**src/rtl/afq_pkg.sv**
```systemverilog
// Package: afq_pkg
// Shared types for the flag scanner. Holds the scan-mode encoding used
// inside the top module. Assumes mode is static out of reset.
package afq_pkg;

    typedef enum logic {
        SCAN_DIRECT = 1'b0,
        SCAN_POLLED = 1'b1
    } scan_mode_e;

endpackage : afq_pkg

```
**src/rtl/afq_token_seq.sv**
```systemverilog
// Module: afq_token_seq
// Polled-mode quadrant sequencer. It tracks whether this device holds the
// scan token and which quadrant is on the bus. It gives the next-edge
// selection to the flag register and decodes the sync and token pulses
// from the current state.
// Assumptions: 'enable' is static out of reset. A high tok_in restarts the
// scan at quadrant 1 at that edge. A master loads quadrant 1 on the first
// enabled edge after reset.
module afq_token_seq #(
    parameter int NUM_QUADS = 4,
    parameter int QIDX_W    = (NUM_QUADS > 1) ? $clog2(NUM_QUADS) : 1
) (
    input  logic              clk,
    input  logic              rst_n,
    input  logic              enable,
    input  logic              is_master,
    input  logic              tok_in,
    output logic              nxt_hold,
    output logic [QIDX_W-1:0] nxt_idx,
    output logic              sync_o,
    output logic              tok_out
);

    localparam logic [QIDX_W-1:0] LAST_IDX  = QIDX_W'(NUM_QUADS - 1);
    localparam logic [QIDX_W-1:0] FIRST_IDX = '0;

    logic              hold_q;
    logic [QIDX_W-1:0] idx_q;
    logic              start_q;

    // Next-state: restart on a token or master start, else step, release after the last quadrant.
    always_comb begin
        nxt_hold = hold_q;
        nxt_idx  = idx_q;
        if (tok_in || start_q) begin
            nxt_hold = 1'b1;
            nxt_idx  = FIRST_IDX;
        end else if (hold_q) begin
            if (idx_q == LAST_IDX) begin
                nxt_hold = 1'b0;
                nxt_idx  = FIRST_IDX;
            end else begin
                nxt_idx = idx_q + 1'b1;
            end
        end
        if (!enable) begin
            nxt_hold = 1'b0;
            nxt_idx  = FIRST_IDX;
        end
    end

    // State register: holds the token flag, the quadrant index and the pending master start.
    always_ff @(posedge clk) begin
        if (!rst_n) begin
            hold_q  <= 1'b0;
            idx_q   <= FIRST_IDX;
            start_q <= is_master;
        end else if (enable) begin
            hold_q  <= nxt_hold;
            idx_q   <= nxt_idx;
            start_q <= 1'b0;
        end
    end

    // Output decode: sync on the first quadrant, token on the last.
    always_comb begin
        sync_o  = enable && hold_q && (idx_q == FIRST_IDX);
        tok_out = enable && hold_q && (idx_q == LAST_IDX);
    end

endmodule : afq_token_seq

```
**src/rtl/afq_direct_sel.sv**
```systemverilog
// Module: afq_direct_sel
// Direct-mode quadrant selection register. It accepts a strobe only when
// programming is done, takes the quadrant index from a field of the write
// address, and keeps that selection until the next accepted strobe.
// Assumptions: nothing is selected after reset, so the bus stays inactive
// until the first accepted strobe.
module afq_direct_sel #(
    parameter int ADDR_W   = 8,
    parameter int QSEL_LSB = 3,
    parameter int QIDX_W   = 2
) (
    input  logic              clk,
    input  logic              rst_n,
    input  logic              enable,
    input  logic              strobe,
    input  logic              prog_done,
    input  logic [ADDR_W-1:0] wr_addr,
    output logic              nxt_valid,
    output logic [QIDX_W-1:0] nxt_idx
);

    logic              valid_q;
    logic [QIDX_W-1:0] idx_q;
    logic              take;

    // Strobe qualification: only in direct mode and only once programming is done.
    always_comb begin
        take      = enable && strobe && prog_done;
        nxt_valid = take ? 1'b1 : valid_q;
        nxt_idx   = take ? wr_addr[QSEL_LSB +: QIDX_W] : idx_q;
    end

    // Selection register: captures the address field on an accepted strobe.
    always_ff @(posedge clk) begin
        if (!rst_n) begin
            valid_q <= 1'b0;
            idx_q   <= '0;
        end else begin
            valid_q <= nxt_valid;
            idx_q   <= nxt_idx;
        end
    end

endmodule : afq_direct_sel

```
**src/rtl/afq_quad_mux.sv**
```systemverilog
// Module: afq_quad_mux
// Registered quadrant multiplexer. It cuts the flag vector into equal
// quadrants and on every edge loads the selected one into the output
// register, or all ones when nothing is selected.
// Assumptions: the flag vector width is QUAD_W * NUM_QUADS.
module afq_quad_mux #(
    parameter int QUAD_W    = 8,
    parameter int NUM_QUADS = 4,
    parameter int QIDX_W    = 2
) (
    input  logic                        clk,
    input  logic                        rst_n,
    input  logic [QUAD_W*NUM_QUADS-1:0] flags_in,
    input  logic                        load_valid,
    input  logic [QIDX_W-1:0]           load_idx,
    output logic [QUAD_W-1:0]           flag_q
);

    logic [QUAD_W-1:0] quad_slice [NUM_QUADS];
    logic [QUAD_W-1:0] picked;

    // Slice the flag vector into quadrants.
    for (genvar q = 0; q < NUM_QUADS; q++) begin : g_slice
        assign quad_slice[q] = flags_in[q*QUAD_W +: QUAD_W];
    end

    // Quadrant pick: indexed selection; an index past the last quadrant reads inactive.
    always_comb begin
        picked = '1;
        for (int q = 0; q < NUM_QUADS; q++) begin
            if (load_idx == QIDX_W'(q)) picked = quad_slice[q];
        end
    end

    // Output register: the selected quadrant, or inactive ones.
    always_ff @(posedge clk) begin
        if (!rst_n) begin
            flag_q <= '1;
        end else begin
            flag_q <= load_valid ? picked : '1;
        end
    end

endmodule : afq_quad_mux

```
**src/rtl/afq_flag_scanner.sv**
```systemverilog
// Module: afq_flag_scanner (top)
// Shows the almost-full flags of NUM_QUEUES queues one quadrant at a time
// on a QUAD_W-bit bus. In polled mode the token sequencer selects the
// quadrant; in direct mode the strobe-loaded register selects it.
// Assumptions: mode_polled and is_master are static out of reset. Tri-state
// control and flag generation lie outside this block.
module afq_flag_scanner #(
    parameter int NUM_QUEUES = 32,
    parameter int QUAD_W     = 8,
    parameter int ADDR_W     = 8,
    parameter int QSEL_LSB   = 3
) (
    input  logic                  clk,
    input  logic                  rst_n,
    input  logic                  mode_polled,
    input  logic                  is_master,
    input  logic [NUM_QUEUES-1:0] flags_in,
    input  logic                  strobe,
    input  logic [ADDR_W-1:0]     wr_addr,
    input  logic                  prog_done,
    input  logic                  tok_in,
    output logic [QUAD_W-1:0]     flag_bus,
    output logic                  sync_o,
    output logic                  tok_out
);

    import afq_pkg::*;

    localparam int NUM_QUADS = NUM_QUEUES / QUAD_W;
    localparam int QIDX_W    = (NUM_QUADS > 1) ? $clog2(NUM_QUADS) : 1;

    scan_mode_e        mode;
    logic              is_polled;
    logic              seq_hold;
    logic [QIDX_W-1:0] seq_idx;
    logic              dir_valid;
    logic [QIDX_W-1:0] dir_idx;
    logic              sel_valid;
    logic [QIDX_W-1:0] sel_idx;

    // Mode decode from the static mode pin.
    always_comb begin
        mode      = scan_mode_e'(mode_polled);
        is_polled = (mode == SCAN_POLLED);
    end

    afq_token_seq #(
        .NUM_QUADS (NUM_QUADS),
        .QIDX_W    (QIDX_W)
    ) seq_i (
        .clk       (clk),
        .rst_n     (rst_n),
        .enable    (is_polled),
        .is_master (is_master),
        .tok_in    (tok_in),
        .nxt_hold  (seq_hold),
        .nxt_idx   (seq_idx),
        .sync_o    (sync_o),
        .tok_out   (tok_out)
    );

    afq_direct_sel #(
        .ADDR_W   (ADDR_W),
        .QSEL_LSB (QSEL_LSB),
        .QIDX_W   (QIDX_W)
    ) dsel_i (
        .clk       (clk),
        .rst_n     (rst_n),
        .enable    (!is_polled),
        .strobe    (strobe),
        .prog_done (prog_done),
        .wr_addr   (wr_addr),
        .nxt_valid (dir_valid),
        .nxt_idx   (dir_idx)
    );

    // Source select: the polled sequencer or the direct register drives the next quadrant.
    always_comb begin
        sel_valid = is_polled ? seq_hold : dir_valid;
        sel_idx   = is_polled ? seq_idx  : dir_idx;
    end

    afq_quad_mux #(
        .QUAD_W    (QUAD_W),
        .NUM_QUADS (NUM_QUADS),
        .QIDX_W    (QIDX_W)
    ) mux_i (
        .clk        (clk),
        .rst_n      (rst_n),
        .flags_in   (flags_in[QUAD_W*NUM_QUADS-1:0]),
        .load_valid (sel_valid),
        .load_idx   (sel_idx),
        .flag_q     (flag_bus)
    );

endmodule : afq_flag_scanner

```
**config.mk**
```make
export PLATFORM = sky130hd
export DESIGN_NAME = afq_flag_scanner
export DESIGN_NICKNAME = d
export VERILOG_FILES = /design/src/rtl/afq_pkg.sv /design/src/rtl/afq_token_seq.sv /design/src/rtl/afq_direct_sel.sv /design/src/rtl/afq_quad_mux.sv /design/src/rtl/afq_flag_scanner.sv
export SDC_FILE = /design/constraint.sdc
export NUM_CORES = 1
export LEC_CHECK = 0
export ABC_CLOCK_PERIOD_IN_PS = 3000
export CORE_UTILIZATION = 30
export DETAILED_ROUTE_END_ITERATION = 12
export DONT_BUFFER_PORTS = 1
export SLEW_MARGIN = 10
export SYNTH_ARGS = -nofsm -noshare
export SYNTH_HDL_FRONTEND = slang
export SYNTH_HIERARCHICAL = 1
export SYNTH_SLANG_ARGS = --single-unit
```
**constraint.sdc**
```tcl
create_clock -name clk -period 3 [get_ports clk]
set_clock_uncertainty 0.05 [all_clocks]
set_input_delay 0.3 -clock clk [delete_from_list [all_inputs] [get_ports clk]]
set_output_delay 0.3 -clock clk [all_outputs]
set_load 0.05 [all_outputs]
```
; ---- Word-level counts from Yosys, hierarchy flattened
; Index checks and enable logic that the tools add are counted.
[totals]
ff_bits = 15
inputBits = 47
output_inout_bits = 10
[classes]
addsub = 1
n_eq_ne = 5
n_mux = 16
n_reduce_logical = 10
[op_table]
columns = cell, n
row1 = $mux 8, 4
row2 = $mux 2, 5
row3 = $mux 1, 7
row4 = $eq 2x2->1 const B, 3
row5 = $logic_and 1x1->1, 5
row6 = $logic_not 2->1, 2
row7 = $add 2x1->2 const B, 1
row8 = $eq 2x1->1 const B, 1
row9 = $ne 2x1->1 const B, 1
row10 = $reduce_and 2->1, 1
row11 = $logic_not 1->1, 1
row12 = $logic_or 1x1->1, 1

; ---- Depth between registers and ports, before layout
[depth]
word_depth = 10
ltp_mapped = 8
depth_no_buf = 7

; ---- Modules after synthesis
; The synthesis kept the hierarchy.
[by_module_without_submodules]
columns = mod, n_inst, cells_per_inst, area_each_um2, seq_area_each_um2
row1 = afq_quad_mux, 1, 38, 434.2, 160.2
row2 = afq_token_seq, 1, 32, 300.3, 90.1
row3 = afq_direct_sel, 1, 15, 150.1, 60.1
row4 = afq_flag_scanner, 1, 4, 37.5, 0.0

; ---- Worst setup path before layout
; OpenSTA, ideal clock, no wires.
[synth_timing]
path_type = reg-to-reg
from = reg seq_i.idx_q[0]
to = reg mux_i.flag_q[4]
t_arrival_ps = 1926
path_slack_ps = 888
path_stages_with_launch = 9
path_buffers = 1
period_less_slack_ps = 2112
path_cell_list = dfxtp_1 inv_1 ha_1 mux2_1 and3_1 mux2_2 and3b_1 clkbuf_1 a22oi_1
[synth_between]
elab_chain_cells = 10
[synth_rtl]
columns = element, line_no
row1 = "start, declared", afq_token_seq.sv:28  ; logic [QIDX_W-1:0] idx_q;
row2 = "start signal, assigned", afq_token_seq.sv:60  ; idx_q <= nxt_idx;
row3 = $add 2x1->2 / $eq 2x2->1 (equally long branches), "afq_token_seq.sv:43, afq_token_seq.sv:39"
row4 = $mux 2 *, afq_token_seq.sv:39  ; if (idx_q == LAST_IDX) begin
row5 = $mux 2 *, afq_token_seq.sv:38  ; end else if (hold_q) begin
row6 = $mux 2 *, afq_token_seq.sv:35  ; if (tok_in || start_q) begin
row7 = named net seq_idx[1], afq_flag_scanner.sv:35  ; logic [QIDX_W-1:0] seq_idx;
row8 = $mux 2 *, afq_flag_scanner.sv:80  ; sel_idx = is_polled ? seq_idx : dir_idx;
row9 = named net sel_idx[1], afq_flag_scanner.sv:39  ; logic [QIDX_W-1:0] sel_idx;
row10 = $logic_not 2->1, afq_quad_mux.sv:31  ; if (load_idx == QIDX_W'(q)) picked = quad_slice[q];
row11 = $mux 8 (3 in series), afq_quad_mux.sv:31
row12 = $mux 8 *, afq_quad_mux.sv:31
row13 = "end signal, assigned", afq_quad_mux.sv:40  ; flag_q <= load_valid ? picked : '1;
row14 = "end, declared", afq_quad_mux.sv:16  ; output logic [QUAD_W-1:0] flag_q
; Mark *: on every way through the listed nets, which the timed path passes. The rest lies on a longest branch.
; A chain may end at the register's enable or synchronous reset.

; ---- Final worst setup path
[layout_timing]
from = reg seq_i.idx_q[0]
to = reg mux_i.flag_q[5]
; Same word-level chain as after synthesis.

==> results.cfg <==
[detailed_routing]
post_drt_wl_per_cell_um = 15.6
antenna_left = 0
post-route-drc-count = 2
dr.pass1.iters = 7
via_per_inst = 5.64
first_iter_violations = 34
wirelength_mm = 1.85
vias = 671

[global_routing]
grt_usage_pct = 12.4
grt_pass1_wl_mm = 3.07
grt_antenna_before_repair = 0
grt_max_degree = 17
grt_pass1_vias = 726
grt.overflow.total = 0

[clock_network]
worstSkewPairLatency_ns = 0.28
clock_path_buffers = 2
cts_root_buf = clkbuf_4
htreeDepth = 1
cts_hold_buf = 0
cts_made_buffers = 3
post_cts_buffers = 0
cts.sinks = 15
path_clk_slew_ns = 0.09
cts_resized = 0
cts_tree = done

[yosys]
synth-adder-area-share_pct = 2.71
synthSimpleGateAreaFrac_pct = 15.7
synth_fp_nets = 138
synth_mux_area_share_pct = 26.9
synth_edf_count = 1
async_flop_share_pct = 0
yosys.area.top_type_share_pct = 30.4
ys_seq_area_share_pct = 33.6
synth_top_family_by_area = multiplexers
synth_ff_type = dfxtp_1
synthesis.area_um2 = 922
synth_cells = 89
avgSynthCellArea_um2 = 10.4
yosysWarnings = 6
ys_seq_elements = 15
synth_cell_types = 35
synthXorXnorAreaFrac_pct = 0
synth_top_cell_by_area = dfxtp_1
netlist_top_cells_area = dfxtp_1, mux2i_1, a22oi_1
synth_compound_area_share_pct = 15.1

[power_and_ir_drop]
power.density_nw_per_um2 = 430
peakVddDrop_v = 0.000155
p_leak_nw = 0.357
design_power_total_mw = 0.406

[timing]
tightestPinTransition_ns = 0.489
maxSlewHeadroom_pct = 67.3
finalSetupTns_ns = 0
hold_slack_ns = 0.0915
max_freq_mhz = 436
min_period_ns = 2.29
setup_ws_ns = 0.705
rsz0062_at_grt = no
finalMaxSlewViolations = 0
period_share_pct = 76.5
setup_viol = 0
final-hold-violation-count = 0

[status]
outcome = complete, but fails checks
violations = design-rule violations

[floorplan]
io_pins = 57
core-area_um2 = 2830
num_rows = 19
die_width_um = 57.4
initial_core_util_pct = 32.6
die-area_um2 = 3300
die_height_um = 57.4

[critical_path]
path_class = reg -> reg
critPathBufInv = 1
cp_max_fo = 8
endpoint_kind = flop
startpoint_type = flop
critPathSlowestCell = dfxtp_1
worst_path_dominant_cell_family = simple AND/OR/NAND/NOR gates
max_stage_delay_ns = 0.43
crit_arrival_ns = 2.39
worstPathCellList = inv_1 > ha_1 > mux2_1 > and3_1 > mux2_2 > and3b_1 > a22oi_1
required_ns = 3.10

[finish]
fin_util_pct = 33.3
final_layout_size_suffix_gt1_share_pct = 13.6
n_antenna_cell = 0
area_growth_pct = 2.31
fin_nets = 138
finalNonFillerCells = 119
finalInstanceArea_um2 = 943

[place]
gp_congestion = 0.794
io_buffer_count = 0
dp.cells = 115
pre_cts_slack_ns = 0.729
dp_hpwl_mm = 1.44
dpl-instance-area_um2 = 917

[job]
max-cap-violations = 0

[min_path]
hold_path.class = in -> reg
layout make-up:
| type | count | area (um^2) |
|---|---|---|
| clock buffer | 4 | 26.3 |
| multi-input combinational | 66 | 557 |
| sequential | 15 | 310 |
| inverter | 3 | 11.3 |
| fill | 285 | 1890 |
| tap | 31 | 38.8 |
cells in the final DEF (no fill, tap or decap), drive strengths merged, types with 2 or more instances in the layout:
master	instances
a22oi	8
nand2	7
dfxtp	14
and3	5
or2b	2
ha	2
mux2i	18
a21boi	2
mux2	6
o22ai	2
clkbuf	4
inv	3
kinds of logic after synthesis:
| family | count (synthesis) |
|---|---|
| and+or+nand+nor | 23 |
| AOI/OAI and AO/OA | 17 |
| adders and majority gates | 2 |
| buffers and inverters | 8 |
| muxes | 24 |
| DFF | 15 |
power breakdown:
part | switching (mW) | leakage (nW) | total [mW] | internal, mW
sequential | 0.0259 | 0.125 | 0.237 | 0.211
combinational | 0.0247 | 0.217 | 0.0530 | 0.0283
clock | 0.0643 | 0.0150 | 0.116 | 0.0516
total | 0.115 | 0.357 | 0.406 | 0.291
layer usage:
layer / track usage [%] / wire length [um] / share of wire, % / vias up
met5: 0 / 0 / 0 / -
met4: 6.27 / 20 / 1.1 / 0
met3: 3.40 / 183 / 9.9 / 2
met2: 21.1 / 882 / 48 / 43
met1: 14.3 / 765 / 41 / 303
li1: - / - / - / 323
cells in the mapped netlist (2+ instances only):
cell type,count
ha_1,2
and3_1,4
mux2_2,3
mux2_1,3
dfxtp_1,14
or2b_1,2
a22oi_1,8
inv_1,3
mux2i_1,18
nand2_1,7
registers in the layout, indices dropped and copies added (netlist names):
signal / flops
dsel_i/idx_q: 2
mux_i/flag_q: 8
dsel_i/valid_q: 1
seq_i/idx_q: 2
seq_i/hold_q: 1
seq_i/start_q: 1
final timing paths:
path	start	cells past startpoint	end	slack, ns
min reg2reg	dsel_i/idx_q[1]	2	dsel_i/idx_q[1]	0.41
min	rst_n	1	dsel_i/valid_q	0.09
max	seq_i/idx_q[0]	7	mux_i/flag_q[5]	0.71
max reg2reg	seq_i/idx_q[0]	7	mux_i/flag_q[5]	0.71
(Power assumes the default switching activity.)
